[src/rtl/intc_pkg.sv]
package intc_pkg;

  // Word offsets of the software-visible registers
  localparam int unsigned OFS_IRQ_STAT   = 0;
  localparam int unsigned OFS_RAW_A      = 1;
  localparam int unsigned OFS_IRQ_EN_SET = 2;
  localparam int unsigned OFS_IRQ_EN_CLR = 3;
  localparam int unsigned OFS_SOFT_SET   = 4;
  localparam int unsigned OFS_SOFT_CLR   = 5;
  localparam int unsigned OFS_FIQ_STAT   = 8;
  localparam int unsigned OFS_RAW_B      = 9;
  localparam int unsigned OFS_FIQ_EN_SET = 10;
  localparam int unsigned OFS_FIQ_EN_CLR = 11;

  typedef enum logic [2:0] {
    RD_ZERO,
    RD_IRQ_STAT,
    RD_RAW,
    RD_IRQ_EN,
    RD_SOFT,
    RD_FIQ_STAT,
    RD_FIQ_EN
  } rdSel_e;

  typedef struct packed {
    logic   irqEnSet;
    logic   irqEnClr;
    logic   fiqEnSet;
    logic   fiqEnClr;
    logic   softSet;
    logic   softClr;
    logic   rdLoad;
    rdSel_e rdSel;
  } strobes_t;

endpackage

[src/rtl/intc_ctrl.sv]
module intc_ctrl
  import intc_pkg::*;
#(
  parameter int unsigned ADDR_W = 4
) (
  input  logic              clk,
  input  logic              rst,
  input  logic              wrEn,
  input  logic              rdEn,
  input  logic [ADDR_W-1:0] addr,
  input  logic              wrBit0,
  output strobes_t          strb
);

  always_comb begin
    strb          = '0;
    strb.rdLoad   = rdEn;
    strb.rdSel    = RD_ZERO;
    // write decode: status and raw words are read-only, unlisted offsets ignored
    if (wrEn) begin
      case (addr)
        ADDR_W'(OFS_IRQ_EN_SET): strb.irqEnSet = 1'b1;
        ADDR_W'(OFS_IRQ_EN_CLR): strb.irqEnClr = 1'b1;
        ADDR_W'(OFS_FIQ_EN_SET): strb.fiqEnSet = 1'b1;
        ADDR_W'(OFS_FIQ_EN_CLR): strb.fiqEnClr = 1'b1;
        ADDR_W'(OFS_SOFT_SET):   strb.softSet  = wrBit0;
        ADDR_W'(OFS_SOFT_CLR):   strb.softClr  = wrBit0;
        default: ;
      endcase
    end
    // read decode: clear words and unlisted offsets read as zero
    case (addr)
      ADDR_W'(OFS_IRQ_STAT):   strb.rdSel = RD_IRQ_STAT;
      ADDR_W'(OFS_RAW_A):      strb.rdSel = RD_RAW;
      ADDR_W'(OFS_RAW_B):      strb.rdSel = RD_RAW;
      ADDR_W'(OFS_IRQ_EN_SET): strb.rdSel = RD_IRQ_EN;
      ADDR_W'(OFS_SOFT_SET):   strb.rdSel = RD_SOFT;
      ADDR_W'(OFS_FIQ_STAT):   strb.rdSel = RD_FIQ_STAT;
      ADDR_W'(OFS_FIQ_EN_SET): strb.rdSel = RD_FIQ_EN;
      default:                 strb.rdSel = RD_ZERO;
    endcase
  end

  // at most one state-changing strobe per write
  assert_write_onehot_R11: assert property (@(posedge clk) disable iff (rst)
    $onehot0({strb.irqEnSet, strb.irqEnClr, strb.fiqEnSet,
              strb.fiqEnClr, strb.softSet, strb.softClr}));

  // no write strobe without a write
  assert_no_strobe_idle_R11: assert property (@(posedge clk) disable iff (rst)
    !wrEn |-> !(strb.irqEnSet | strb.irqEnClr | strb.fiqEnSet |
                strb.fiqEnClr | strb.softSet | strb.softClr));

endmodule

[src/rtl/intc_enable_mask.sv]
module intc_enable_mask #(
  parameter int unsigned WIDTH = 32
) (
  input  logic             clk,
  input  logic             rst,
  input  logic             setStb,
  input  logic             clrStb,
  input  logic [WIDTH-1:0] data,
  output logic [WIDTH-1:0] maskQ
);

  always_ff @(posedge clk) begin
    if (rst)         maskQ <= '0;
    else if (setStb) maskQ <= maskQ | data;
    else if (clrStb) maskQ <= maskQ & ~data;
  end

  // every bit named by a set write is enabled afterwards
  assert_set_bits_R2: assert property (@(posedge clk) disable iff (rst)
    setStb |=> ((maskQ & $past(data)) == $past(data)));

  // every bit named by a clear write is disabled afterwards
  assert_clr_bits_R3: assert property (@(posedge clk) disable iff (rst)
    (clrStb && !setStb) |=> ((maskQ & $past(data)) == '0));

  // the mask holds without a strobe
  assert_mask_hold_R3: assert property (@(posedge clk) disable iff (rst)
    !(setStb || clrStb) |=> $stable(maskQ));

endmodule

[src/rtl/intc_datapath.sv]
module intc_datapath
  import intc_pkg::*;
#(
  parameter int unsigned NUM_SRC = 32
) (
  input  logic               clk,
  input  logic               rst,
  input  strobes_t           strb,
  input  logic [NUM_SRC-1:0] wrData,
  input  logic [NUM_SRC-1:0] srcIn,
  output logic [NUM_SRC-1:0] rdData,
  output logic               irqOut,
  output logic               fiqOut
);

  logic [NUM_SRC-1:0] levelQ;
  logic [NUM_SRC-1:0] levelNext;
  logic [NUM_SRC-1:0] irqEnQ;
  logic [NUM_SRC-1:0] fiqEnQ;
  logic [NUM_SRC-1:0] rdNext;
  logic               softQ;

  intc_enable_mask #(.WIDTH(NUM_SRC)) uIrqMask (
    .clk(clk), .rst(rst), .setStb(strb.irqEnSet), .clrStb(strb.irqEnClr),
    .data(wrData), .maskQ(irqEnQ));

  intc_enable_mask #(.WIDTH(NUM_SRC)) uFiqMask (
    .clk(clk), .rst(rst), .setStb(strb.fiqEnSet), .clrStb(strb.fiqEnClr),
    .data(wrData), .maskQ(fiqEnQ));

  always_ff @(posedge clk) begin
    if (rst)               softQ <= 1'b0;
    else if (strb.softSet) softQ <= 1'b1;
    else if (strb.softClr) softQ <= 1'b0;
  end

  // level sampling; source 0 also carries the software latch
  for (genvar i = 0; i < NUM_SRC; i++) begin : gLevel
    if (i == 0) begin : gSoft
      assign levelNext[i] = srcIn[i] | softQ;
    end else begin : gHw
      assign levelNext[i] = srcIn[i];
    end
  end

  always_ff @(posedge clk) begin
    if (rst) begin
      levelQ <= '0;
      irqOut <= 1'b0;
      fiqOut <= 1'b0;
    end else begin
      levelQ <= levelNext;
      irqOut <= |(levelQ & irqEnQ);
      fiqOut <= |(levelQ & fiqEnQ);
    end
  end

  always_comb begin
    case (strb.rdSel)
      RD_IRQ_STAT: rdNext = levelQ & irqEnQ;
      RD_RAW:      rdNext = levelQ;
      RD_IRQ_EN:   rdNext = irqEnQ;
      RD_SOFT:     rdNext = NUM_SRC'(levelQ[0]);
      RD_FIQ_STAT: rdNext = levelQ & fiqEnQ;
      RD_FIQ_EN:   rdNext = fiqEnQ;
      default:     rdNext = '0;
    endcase
  end

  always_ff @(posedge clk) begin
    if (rst)              rdData <= '0;
    else if (strb.rdLoad) rdData <= rdNext;
  end

  // a fast-mask set leaves the normal mask untouched
  assert_fiq_isolated_R4: assert property (@(posedge clk) disable iff (rst)
    (strb.fiqEnSet || strb.fiqEnClr) |=> $stable(irqEnQ));

  // no enabled pending source means the normal request drops next cycle
  assert_irq_low_R7: assert property (@(posedge clk) disable iff (rst)
    ((levelQ & irqEnQ) == '0) |=> !irqOut);

  // an enabled pending source raises the fast request next cycle
  assert_fiq_high_R8: assert property (@(posedge clk) disable iff (rst)
    ((levelQ & fiqEnQ) != '0) |=> fiqOut);

  // software set reaches level bit 0 two edges later
  assert_soft_reach_R9: assert property (@(posedge clk) disable iff (rst)
    softQ |=> levelQ[0]);

  // soft set is seen in the latch one edge later
  assert_soft_set_R9: assert property (@(posedge clk) disable iff (rst)
    strb.softSet |=> softQ);

  // read data holds without a read strobe
  assert_rd_hold_R12: assert property (@(posedge clk) disable iff (rst)
    !strb.rdLoad |=> $stable(rdData));

endmodule

[src/rtl/intc_dual_out.sv]
module intc_dual_out
  import intc_pkg::*;
#(
  parameter int unsigned NUM_SRC = 32,
  parameter int unsigned ADDR_W  = 4
) (
  input  logic               clk,
  input  logic               rst,
  input  logic               wrEn,
  input  logic               rdEn,
  input  logic [ADDR_W-1:0]  addr,
  input  logic [NUM_SRC-1:0] wrData,
  output logic [NUM_SRC-1:0] rdData,
  input  logic [NUM_SRC-1:0] srcIn,
  output logic               irqOut,
  output logic               fiqOut
);

  strobes_t strb;

  intc_ctrl #(.ADDR_W(ADDR_W)) uCtrl (
    .clk(clk), .rst(rst), .wrEn(wrEn), .rdEn(rdEn), .addr(addr),
    .wrBit0(wrData[0]), .strb(strb));

  intc_datapath #(.NUM_SRC(NUM_SRC)) uDp (
    .clk(clk), .rst(rst), .strb(strb), .wrData(wrData), .srcIn(srcIn),
    .rdData(rdData), .irqOut(irqOut), .fiqOut(fiqOut));

endmodule

[config.mk]
export PLATFORM = sky130hd
export DESIGN_NAME = intc_dual_out
export DESIGN_NICKNAME = d
export VERILOG_FILES = /design/src/rtl/intc_pkg.sv /design/src/rtl/intc_ctrl.sv /design/src/rtl/intc_enable_mask.sv /design/src/rtl/intc_datapath.sv /design/src/rtl/intc_dual_out.sv
export SDC_FILE = /design/constraint.sdc
export NUM_CORES = 1
export LEC_CHECK = 0
export BUFFER_PORTS_ARGS = -buffer_cell sky130_fd_sc_hd__buf_2
export CAP_MARGIN = 20
export CORE_UTILIZATION = 55
export CTS_CLUSTER_SIZE = 20
export DETAILED_ROUTE_END_ITERATION = 7
export PLACE_DENSITY_LB_ADDON = 0.15
export RECOVER_POWER = 25
export SETUP_SLACK_MARGIN = 0.02
export SYNTH_ARGS = -nofsm -noshare
export SYNTH_HDL_FRONTEND = slang
export SYNTH_SLANG_ARGS = --single-unit
[constraint.sdc]
create_clock -name clk -period 1.7 [get_ports clk]
set_input_delay 0.34 -clock clk [delete_from_list [all_inputs] [get_ports clk]]
set_output_delay 0.34 -clock clk [all_outputs]
set_load 0.02 [all_outputs]
## Yosys cells after proc, flatten, opt, wreduce, memory -nomap -nowiden

Cells that the tools add are included.
W data, S select, Z words.

- Register bits after elaboration: 131
- Bits in latches: 0
- RAM bits: 0
- Bits in read-only memories: 0
- Input bits: 72
- Output and inout port bits: 34
- Logic and storage cells: 52
- Memories: 0

- Add/sub/neg operators: 0
- $mul: 0
- Div/mod/pow operators: 0
- Order comparisons: 0
- Equal/unequal tests: 15
- Shift-type cells: 0
- Mux-type cells: 15
- Bitwise gates (word level): 8
- Reduce and logical (&&, ||, !) cells: 7

Operators by type and width:

| kind | number |
|---|---|
| $pmux W32 S6 | 1 |
| $and A32 B32 Y32 | 4 |
| $mux W32 | 4 |
| $or A32 B32 Y32 | 2 |
| $reduce_or A32 Y1 | 2 |
| $not A32 Y32 | 1 |
| $pmux W3 S6 | 1 |
| $eq A4 B4 Y1 const B | 4 |
| $eq A3 B3 Y1 const B | 3 |
| $eq A4 B2 Y1 const B | 2 |
| $eq A4 B3 Y1 const B | 2 |
| $mux W1 | 8 |
| $eq A3 B2 Y1 const B | 2 |
| $mux W6 | 1 |
| $reduce_bool A2 Y1 | 3 |
| $eq A4 B1 Y1 const B | 1 |
| $logic_not A4 Y1 | 1 |
| $eq A3 B1 Y1 const B | 1 |
| $reduce_or A2 Y1 | 1 |
| $or A1 B1 Y1 | 1 |

## Logic depth before layout (Yosys ltp)

Gate-level depths: netlist (run 1).

- Depth in word-level cells: 5
- Gate-level depth with buffers: 6
- Gate-level depth less buffers: 3

## Modules after synthesis

From an unflattened synthesis (run 1), not the netlist that was laid out.

- Cell total of the unflattened synthesis: 712
- Area, all modules: 6622.6 µm²

Modules (own cells, without submodules):

| module | times used | cells each | area each (µm²) | seq. area each (µm²) |
|---|---|---|---|---|
| intc_datapath | 1 | 419 | 3678.5 | 1341.3 |
| intc_enable_mask | 2 | 137 | 1410.1 | 640.6 |
| intc_ctrl | 1 | 19 | 123.9 | 0.0 |

## Worst setup path before layout (run 1)

No wires, ideal clock.

- Kind: input to register
- Start point: input port addr[3]
- End point: register uDp.rdData[0]
- Library setup time: 0.129 ns
- Arrival: 1.332 ns
- Data required time: 1.571 ns
- Setup slack: 0.239 ns
- Stages on the path: 5
- Path buffers: 2
- Path through: buf_2 buf_2 mux2_2 a211oi_1 o32ai_1

- Longest elaborated chain between the ends: 5
- Elaborated cells on any way between the ends: 16
- Those cells by class: eq/ne: 12; mux: 2; reduce/logical: 2

Ends and longest elaborated chain:

| what | RTL line | text |
|---|---|---|
| start: declaration | intc_dual_out.sv:11 | `input logic [ADDR_W-1:0] addr,` |
| $eq A4 B1 Y1 / $eq A4 B4 Y1 (equally long branches) | intc_ctrl.sv:32 | `case (addr)` |
| $reduce_or A2 Y1 (no line) | - |  |
| $pmux W3 S6 * | intc_ctrl.sv:32 |  |
| $eq A3 B3 Y1, or another cell as far along | intc_datapath.sv:59 | `case (strb.rdSel)` |
| $pmux W32 S6 * | intc_datapath.sv:59 |  |
| end signal: assignment | intc_datapath.sv:72 | `else if (strb.rdLoad) rdData <= rdNext;` |
| end: declaration | intc_datapath.sv:11 | `output logic [NUM_SRC-1:0] rdData,` |

Every way passes the cells marked *; elsewhere a longest branch is shown, timed or not.
A chain may end at the register's enable or synchronous reset.

## Worst setup path after layout (run 1)

- Start point: register uDp.rdData[27]
- End point: output port rdData[27]

RTL lines:

| what | RTL line | text |
|---|---|---|
| end: declaration | intc_dual_out.sv:13 | `output logic [NUM_SRC-1:0] rdData,` |

No word-level cell between the ends.

==> run metrics, run 1 <==
endpoints failing hold 0; initial core utilization 56.87%; Die W 102.5 microns; pin count of the biggest net entering global routing 65; total gr overflow 0; Hold/Removal Path Class input port to flop; count leader, synth dfxtp_1; total track usage 29.29%; Top Metal Used met4; Worst Skew 6.174 ps; worst path cell trace buf_2; CTS Buf Count 17; CP peak stage delay 380 ps; Commonest cells post-synth dfxtp_1, a21oi_1, a311oi_1; maximum clock rate 0.6982 GHz; CP startpoint kind flop; Period minus WS final 1432 ps; Routed WL per cell 19.01 microns; CP Data Required Time 1360 ps; top-area cell type share of the netlist area 47.18%; first-pass GRT wire length 23,320 microns; Iter 0 DRT Violations 341; vias in the first global route 4,368; DR WL met2 6746 microns; drt via density 6.231; CP endpoint kind output pin; Row Count 36; CP top delay family flip-flops; async set or reset register ratio after synthesis 0%; post-synthesis register bit count 131; CTS Buffer Depth 2; final setup fails 0; root buf cell clkbuf_8; htree depth 4; CTS tree done; Post-CTS Resized 0; DP Wirelength 9800 microns; warning count from the yosys run 0; Mapped Area 5559 sq um; Hold Path End uDp.levelQ[11]; clk_lat worst skew 520 ps; IO buf count 105; die footprint 10,510 sq um; worst hold stages 2; pin slew with the least headroom to its limit 754.3 ps; Max VDD drop 0.5809 mV; drc violations 0; fin crit share 84.24%; syn_nets 635; R2R cell count 3; # Post-CTS Setup Buffers 0; layout cells sized above 1 32.73%; Seq/Total Area, Yosys 47.18%; Arr. time, crit path 1090 ps; CTS sink count 131; Core ar. 9774 sq um; Final ANT Viol Nets 0; metal3 WL 1263 microns; leakage power 0.002499 uW; First-pass DRT Iterations 6; EDFF count, synth 0; Diodes inserted 0; slowest CP cell dfxtp_1; total negative slack 0 ps; final worst slack 267.8 ps; largest cells by area after synthesis dfxtp_1, a311oi_1, a21oi_1; Synth cell types 28; CP bufs+invs 1; Mapped Cells 563; placement-stage worst setup slack 133.5 ps; vias 4,960; Top FF cell, synth dfxtp_1; Nets 722; Final Max Tran Viols 0; Reg-to-Reg Start uDp.levelQ[22]; internal reg-to-reg setup slack 330 ps; RR Endpoint uDp.irqOut; WS Path Type flop to output pin; Metal-1 WL 6850 microns; Die Y 102.5 microns; hold-fix buffers at CTS 0; Max-slew headroom 49.71%; maxcap violations 0; Routed WL 15,130 microns; RSZ-0062 raised after global routing false; Worst-path clk slew 60 ps; Mean Syn Cell Area 9.874 sq um; HP Start srcIn[11]; largest area contributor in the synthesized netlist dfxtp_1; num ports 106; routability cong. 0.8645; status complete, no violations; Max FO, Critical Path 2; initial antenna violation count 0; PwrDens 1069 nW/um^2; area grow syn2layout 21.67%
==> power breakdown <==
part,leakage [uW],switching [uW],internal [uW]
Combinational,0.00117,364,267
Sequential,0.00107,84.9,3170
Clock,0.000260,1300,2040
Total,0.00250,1750,5480
==> metrics by stage <==
stage	hold WS [ps]	power (uW)	std cells	instance area [sq um]	utilization, %
final	26.52	7232	796	6764	69.20
after global routing	29.37	7473	796	6764	69.20
after CTS	13.15	7257	796	6775	69.32
after detailed placement	461.7	3940	764	6228	63.72
after global placement	452.2	3923	764	6228	63.72
after floorplan	438.4	3666	563	5559	-
==> logic make-up after synthesis <==
kind of cell,count (synthesis),share of synthesized area [%]
AO/OA/AOI/OAI,229,28.88
flip-flops,131,47.18
AND/OR/NAND/NOR,112,12.74
multiplexers,32,6.482
buffers and inverters,59,4.727
==> worst max path at each step <==
stage	from	to	slack, ps	cells after the start
after floorplan	addr[3]	uDp.rdData[0]	240	5
after global placement	addr[3]	uDp.rdData[31]	190	5
after detailed placement	addr[3]	flop	130	5
after CTS	uDp.rdData[27]	rdData[27]	260	1
after global routing	uDp.rdData[27]	rdData[27]	240	1
final	uDp.rdData[27]	rdData[27]	270	1
==> cells in the final DEF, fill, tap and decap left out <==
master,synthesis,final
clkbuf_1,39,5
inv_1,2,2
nand4_1,8,8
dfxtp_1,131,131
o2111ai_1,31,31
nand2b_1,31,31
a211oi_1,1,1
o41a_1,2,2
nor3b_1,1,1
and4bb_2,0,1
and4_1,1,1
clkbuf_2,1,2
mux2_2,32,32
clkinvlp_4,0,4
buf_12,0,6
and4b_1,1,1
a22oi_1,32,32
buf_4,8,12
nor2b_1,33,33
nor2_1,3,3
nor4b_1,1,1
o32ai_1,1,1
a31oi_1,1,1
clkinv_2,0,4
buf_2,8,103
a311oi_1,64,64
a21oi_2,0,1
a21oi_1,96,95
clkbuf_16,0,16
bufinv_16,0,1
clkbuf_8,0,4
o211ai_1,1,1
or2_2,31,31
nor3_1,1,1
==> layer usage <==
metal	vias to the layer above	track usage [%]
li1	2354	-
met1	2322	42.78
met2	256	42.41
met3	28	6.305
met4	0	10.55
met5	-	0
==> layout make-up <==
type                            instances  area [sq um]
Clock buffer                           23         466.7
Clock inverter                          9         80.08
Fill cell                             776          3010
Inverter                                2         7.507
Multi-Input combinational cell        373          2678
Sequential cell                       131          2623
Tap cell                              133         166.4
Timing Repair Buffer                  125         743.2
Note: power is estimated with default switching activity, not from simulation.
==> run 2, diff against run 1 <==
- CORE_UTILIZATION: 55 -> 50
- clock period: 1.7 -> 1.3 ns (I/O delays scaled with it)
==> run metrics, run 2 (synthesis gave the netlist of run 1 again) <==
status complete, but fails checks; violated checks setup timing; Sw Ratio 23.31% (-0.89 points); Routed WL per cell 18.86 microns (-0.78%); first-pass GRT wire length 26,190 microns (+12%); WS Path Type flop to flop; Worst Skew 7.430 ps (+1.256 ps); Flop pwr share 42.3% (-2.7 points); Hold/Removal Path Class input port to flop; routability cong. 0.8555 (-1.0%); Nets 820 (+14%); final setup fails 2 (+2); final worst slack -11.05 ps (-278.9 ps); Combinational Power Share 10.7% (+2.0 points); Routed WL 17,000 microns (+12%); Max-slew headroom 51.89% (+2.2 points); maxcap violations 0 (unchanged); PwrDens 1257 nW/um^2 (+18%); drt via density 5.992 (-3.8%); CP Data Required Time 1710 ps (+350 ps); CTS tree done; CP endpoint kind flop; clock power share 47.0% (+0.8 points); root buf cell clkbuf_8; Arr. time, crit path 1720 ps (+630 ps); Final Max Tran Viols 0 (unchanged); CTS Buffer Depth 2 (unchanged); RSZ-0062 raised after global routing true; num ports 106 (unchanged); area grow syn2layout 45.01%; pin count of the biggest net entering global routing 52 (-20%); IO buf count 105 (unchanged); Iter 0 DRT Violations 460 (+35%); Period minus WS final 1311 ps; total track usage 29.99% (+0.70 points); most frequent cells in the layout a21oi_1, dfxtp_1, buf_2, a311oi_1, dlygate4sd3_1; CTS sink count 131 (unchanged); Diodes inserted 0 (unchanged); pin slew with the least headroom to its limit 721.7 ps (-32.59 ps); endpoints failing hold 0 (unchanged); initial core utilization 51.28% (-5.6 points); slowest CP cell o41a_1; DP Wirelength 10,710 microns (+9.2%); most common cell after layout, fill and taps aside a21oi_1; CP startpoint kind flop; Finished Core Util 74.37% (+5.2 points); layout cells sized above 1 40.60% (+7.9 points); internal power 7769 uW (+42%); Final ANT Viol Nets 0 (unchanged); worst path cell trace a22oi_2 > nand4_1 > o41a_1; Switch Pwr 2361 uW (+35%); total negative slack -13.07 ps (-13.07 ps); htree depth 4 (unchanged); Die Y 107.4 microns (+4.8%); Max VDD drop 0.9271 mV (+60%); fin crit share 100.9%; total chip power 10,130 uW (+40%); clk_lat worst skew 540 ps (+20 ps); CTS Buf Count 17 (unchanged); drc violations 0 (unchanged); internal reg-to-reg setup slack -10 ps (-340 ps); CP top delay family compound AO/OA/AOI/OAI gates; Max FO, Critical Path 3 (+1); total gr overflow 0 (unchanged); vias 5,399 (+8.9%); CP bufs+invs 0 (-1); Row Count 38 (+5.6%); Die W 107.4 microns (+4.8%); Worst-path clk slew 60 ps (about the same); maximum clock rate 0.7627 GHz; die footprint 11,540 sq um (+9.8%); Core ar. 10,840 sq um (+11%); leakage power 0.003020 uW (+21%); CP peak stage delay 480 ps (+100 ps); vias in the first global route 5,091 (+17%); First-pass DRT Iterations 5 (-1); initial antenna violation count 0 (unchanged)
run 2: path summary, 6_finish.rpt:
| path | cells past startpoint | start | end |
|---|---|---|---|
| setup reg to reg | 3 | uDp.levelQ[22] | uDp.irqOut |
| hold reg to reg | 2 | uDp.rdData[3] | uDp.rdData[3] |
| hold / removal | 3 | rdEn | uDp.rdData[25] |
| setup / recovery | 3 | uDp.levelQ[22] | uDp.irqOut |
run 2: cell type report:
type | count | area (sq um)
clock inverters | 9 | 127.6
flip-flops and latches | 131 | 2679
repair buffers | 223 | 1843
inverters | 2 | 7.507
well taps | 140 | 175.2
multi-input cells | 373 | 2763
fillers | 771 | 2779
clock buffers | 23 | 466.7
run 2: routing by layer:
layer	wire length, microns	up-vias	global-route usage [%]
met1	7599	2579	39.57
met3	1147	34	6.053
met4	364	0	12.04
met5	0	-	0
li1	-	2552	-
met2	7885	234	47.97
run 2: stage by stage:
step                      area (sq um)  hold WS (ps)  setup WS (ps)  std cells
after floorplan                   5577         369.7          13.31        563
after global placement            6485         452.0         -134.4        799
after detailed placement          6485         455.3         -193.6        799
after CTS                         8031         88.41         -1.410        898
after global routing              8061         131.9         -12.37        901
final                             8061         111.3         -11.05        901
run 2: power by group through the flow:
| stage | Sequential, uW | Combinational (uW) | Clock (uW) |
|---|---|---|---|
| after floorplan | 4340 | 464 | 0 |
| after global placement | 4330 | 863 | 0 |
| after detailed placement | 4330 | 884 | 0 |
| after CTS | 4270 | 1070 | 4830 |
| after global routing | 4290 | 1160 | 5010 |
| final | 4280 | 1080 | 4770 |
run 2: worst reg2reg max path: stages (launching register included):
cell     delay, ps
dfxtp_4        360
a22oi_2        170
nand4_1        170
o41a_1         480
run 2: what timing repair did:
action | in CTS | in global routing
gates resized for setup | 107 | 17
endpoints found under the setup margin | 34 | 20
pin swaps | 13 | 6
endpoints found under the hold margin | 96 | 0
hold buffers | 64 | 0
cloned | 0 | 0
setup buffers | 3 | 3
==> run 3, diff against run 2 <==
- clock period: 1.3 -> 1.14 ns (I/O delays scaled with it)
==> run metrics, run 3 (synthesis gave the netlist of run 1 again) <==
maxcap violations 0 (unchanged); layout cells sized above 1 54.18% (+14 points); CTS tree done; Max-slew headroom 75.96% (+24 points); Routed WL per cell 20.88 microns (+11%); clk_lat worst skew 550 ps (about the same); most common cell after layout, fill and taps aside a21oi_1; die footprint 11,540 sq um (unchanged); CTS sink count 131 (unchanged); IO buf count 105 (unchanged); Row Count 38 (unchanged); area of the multi-input gates 3192 sq um (+16%); # fillers 575 (-25%); area grow syn2layout 62.12%; Die Y 107.4 microns (unchanged); DP Wirelength 11,190 microns (+4.5%); Switch Pwr 2825 uW (+20%); root buf cell clkbuf_8; Final Max Tran Viols 0 (unchanged); placement-stage worst setup slack -344.7 ps (-151.1 ps); Max FO, Critical Path 3 (unchanged); Non-Filler Instances 941 (+4.4%); CP bufs+invs 1 (+1); CP startpoint kind flop; final setup fails 37 (+35); CTS Buf Count 17 (unchanged); Flop pwr share 43.4% (+1.1 points); worst path cell trace buf_6 > a22oi_2 > nand4_1 > o41a_1; drc violations 0 (unchanged); CTS Buffer Depth 2 (unchanged); vias in the first global route 5,560 (+9.2%); Worst-path clk slew 60 ps (about the same); total negative slack -3092 ps (-3079 ps); Die W 107.4 microns (unchanged); CP peak stage delay 460 ps (-20 ps); total gr overflow 0 (unchanged); final worst slack -175.0 ps (-164.0 ps); placed cells 832 (+4.1%); internal reg-to-reg setup slack -180 ps (-160 ps); leakage power 0.003398 uW (+13%); Diodes inserted 0 (unchanged); met1 usage 40.91% (+1.3 points); Most Crowded Layer GR met2; Nets 861 (+5.0%); initial antenna violation count 0 (unchanged); slowest CP cell o41a_1; first-pass GRT wire length 28,660 microns (+9.4%); pin slew with the least headroom to its limit 355.6 ps (-366.1 ps); htree depth 4 (unchanged); drt via density 6.166 (+2.9%); fin crit share 115.4% (+15 points); num ports 106 (unchanged); status complete, but fails checks; met3 global-route usage 7.627% (+1.6 points); internal power 8448 uW (+8.7%); routability cong. 0.8409 (-1.7%); most frequent cells in the layout a21oi_1, dfxtp_2, buf_2, a311oi_1, dlygate4sd3_1; Combinational Power Share 13.6% (+2.9 points); CP startpoint uDp.levelQ[30]; Core ar. 10,840 sq um (unchanged); WS Path Type flop to flop; vias 5,802 (+7.5%); clock power share 43.0% (-4.0 points); First-pass DRT Iterations 5 (unchanged); PwrDens 1251 nW/um^2 (-0.46%); maximum clock rate 0.7604 GHz (-0.30%); Reg-to-Reg Start uDp.levelQ[30]; Max VDD drop 1.148 mV (+24%); RSZ-0062 raised after global routing true; total track usage 32.80% (+2.8 points); register area 2726 sq um (+1.8%); RR Endpoint uDp.fiqOut; met2 Track Usage GR 55.48% (+7.5 points); Setup crit end uDp.fiqOut; Sw Ratio 25.06% (+1.8 points); CP top delay family compound AO/OA/AOI/OAI gates; Final ANT Viol Nets 0 (unchanged); CP Data Required Time 1560 ps (-150 ps); pin count of the biggest net entering global routing 39 (-25%); Hold/Removal Path Class input port to flop; violated checks setup timing; Arr. time, crit path 1730 ps (about the same); Period minus WS final 1315 ps (+3.967 ps); Iter 0 DRT Violations 388 (-16%); initial core utilization 51.28% (unchanged); endpoints failing hold 0 (unchanged); CP endpoint kind flop; Worst Skew 7.298 ps (-0.1317 ps); Routed WL 19,650 microns (+16%); R2R cell count 4 (+1); Crit. path cell count 4 (+1)
run 3: final cells by class:
cell class                 count  area share, %
sequential                   131          30.25
tap                          140          1.944
inverter                       2        0.08330
clock buffer                  26          5.525
clock inverter                 5         0.2777
timing repair buffer         264          26.50
multi-input combinational    373          35.42
run 3: power groups by stage:
stage	sequential [uW]	clock, uW	combinational [uW]
after global routing	4900	5070	1620
final	4890	4850	1530
after global placement	4930	0	1080
after floorplan	4950	0	556
after CTS	4870	4850	1370
after detailed placement	4930	0	1110
run 3: metrics by stage:
step	instance area (sq um)	util [%]	hold slack [ps]	total power, uW
finish	9012	83.14	72.58	11270
global route	9012	83.14	69.01	11590
CTS	8477	78.20	63.14	11090
detailed placement	6849	63.18	441.0	6044
global placement	6849	63.18	433.9	6015
floorplan	5693	-	336.8	5501
run 3: how the worst min path moves through the flow:
| stage | from | end | slack [ps] | cells past startpoint |
|---|---|---|---|---|
| floorplan | wrData[4] | flop | 340 | 1 |
| global placement | srcIn[0] | uDp.levelQ[0] | 430 | 3 |
| detailed placement | srcIn[4] | uDp.levelQ[4] | 440 | 2 |
| CTS | rst | uDp.levelQ[1] | 60 | 2 |
| global route | rst | uDp.levelQ[5] | 70 | 2 |
| finish | rst | uDp.rdData[2] | 70 | 2 |
run 3: what timing repair did:
| action | in CTS | in global routing |
|---|---|---|
| pin swaps | 14 | 40 |
| buffers inserted | 5 | 9 |
| endpoints found under the setup margin | 45 | 64 |
| hold endpoints to repair | 96 | 0 |
| hold buffers | 64 | 0 |
| resized for setup | 140 | 119 |
run 3: worst reg2reg max path, cell delays in order, from the launching register on:
cell and delay (ps):
dfxtp_4 370, buf_6 120, a22oi_2 100, nand4_1 140
o41a_1 460
run 3: routing by layer:
metal | vias up | share of wire, %
met5 | - | 0
met4 | 0 | 2.2
met3 | 42 | 7.3
met2 | 277 | 51
met1 | 2844 | 40
li1 | 2639 | -
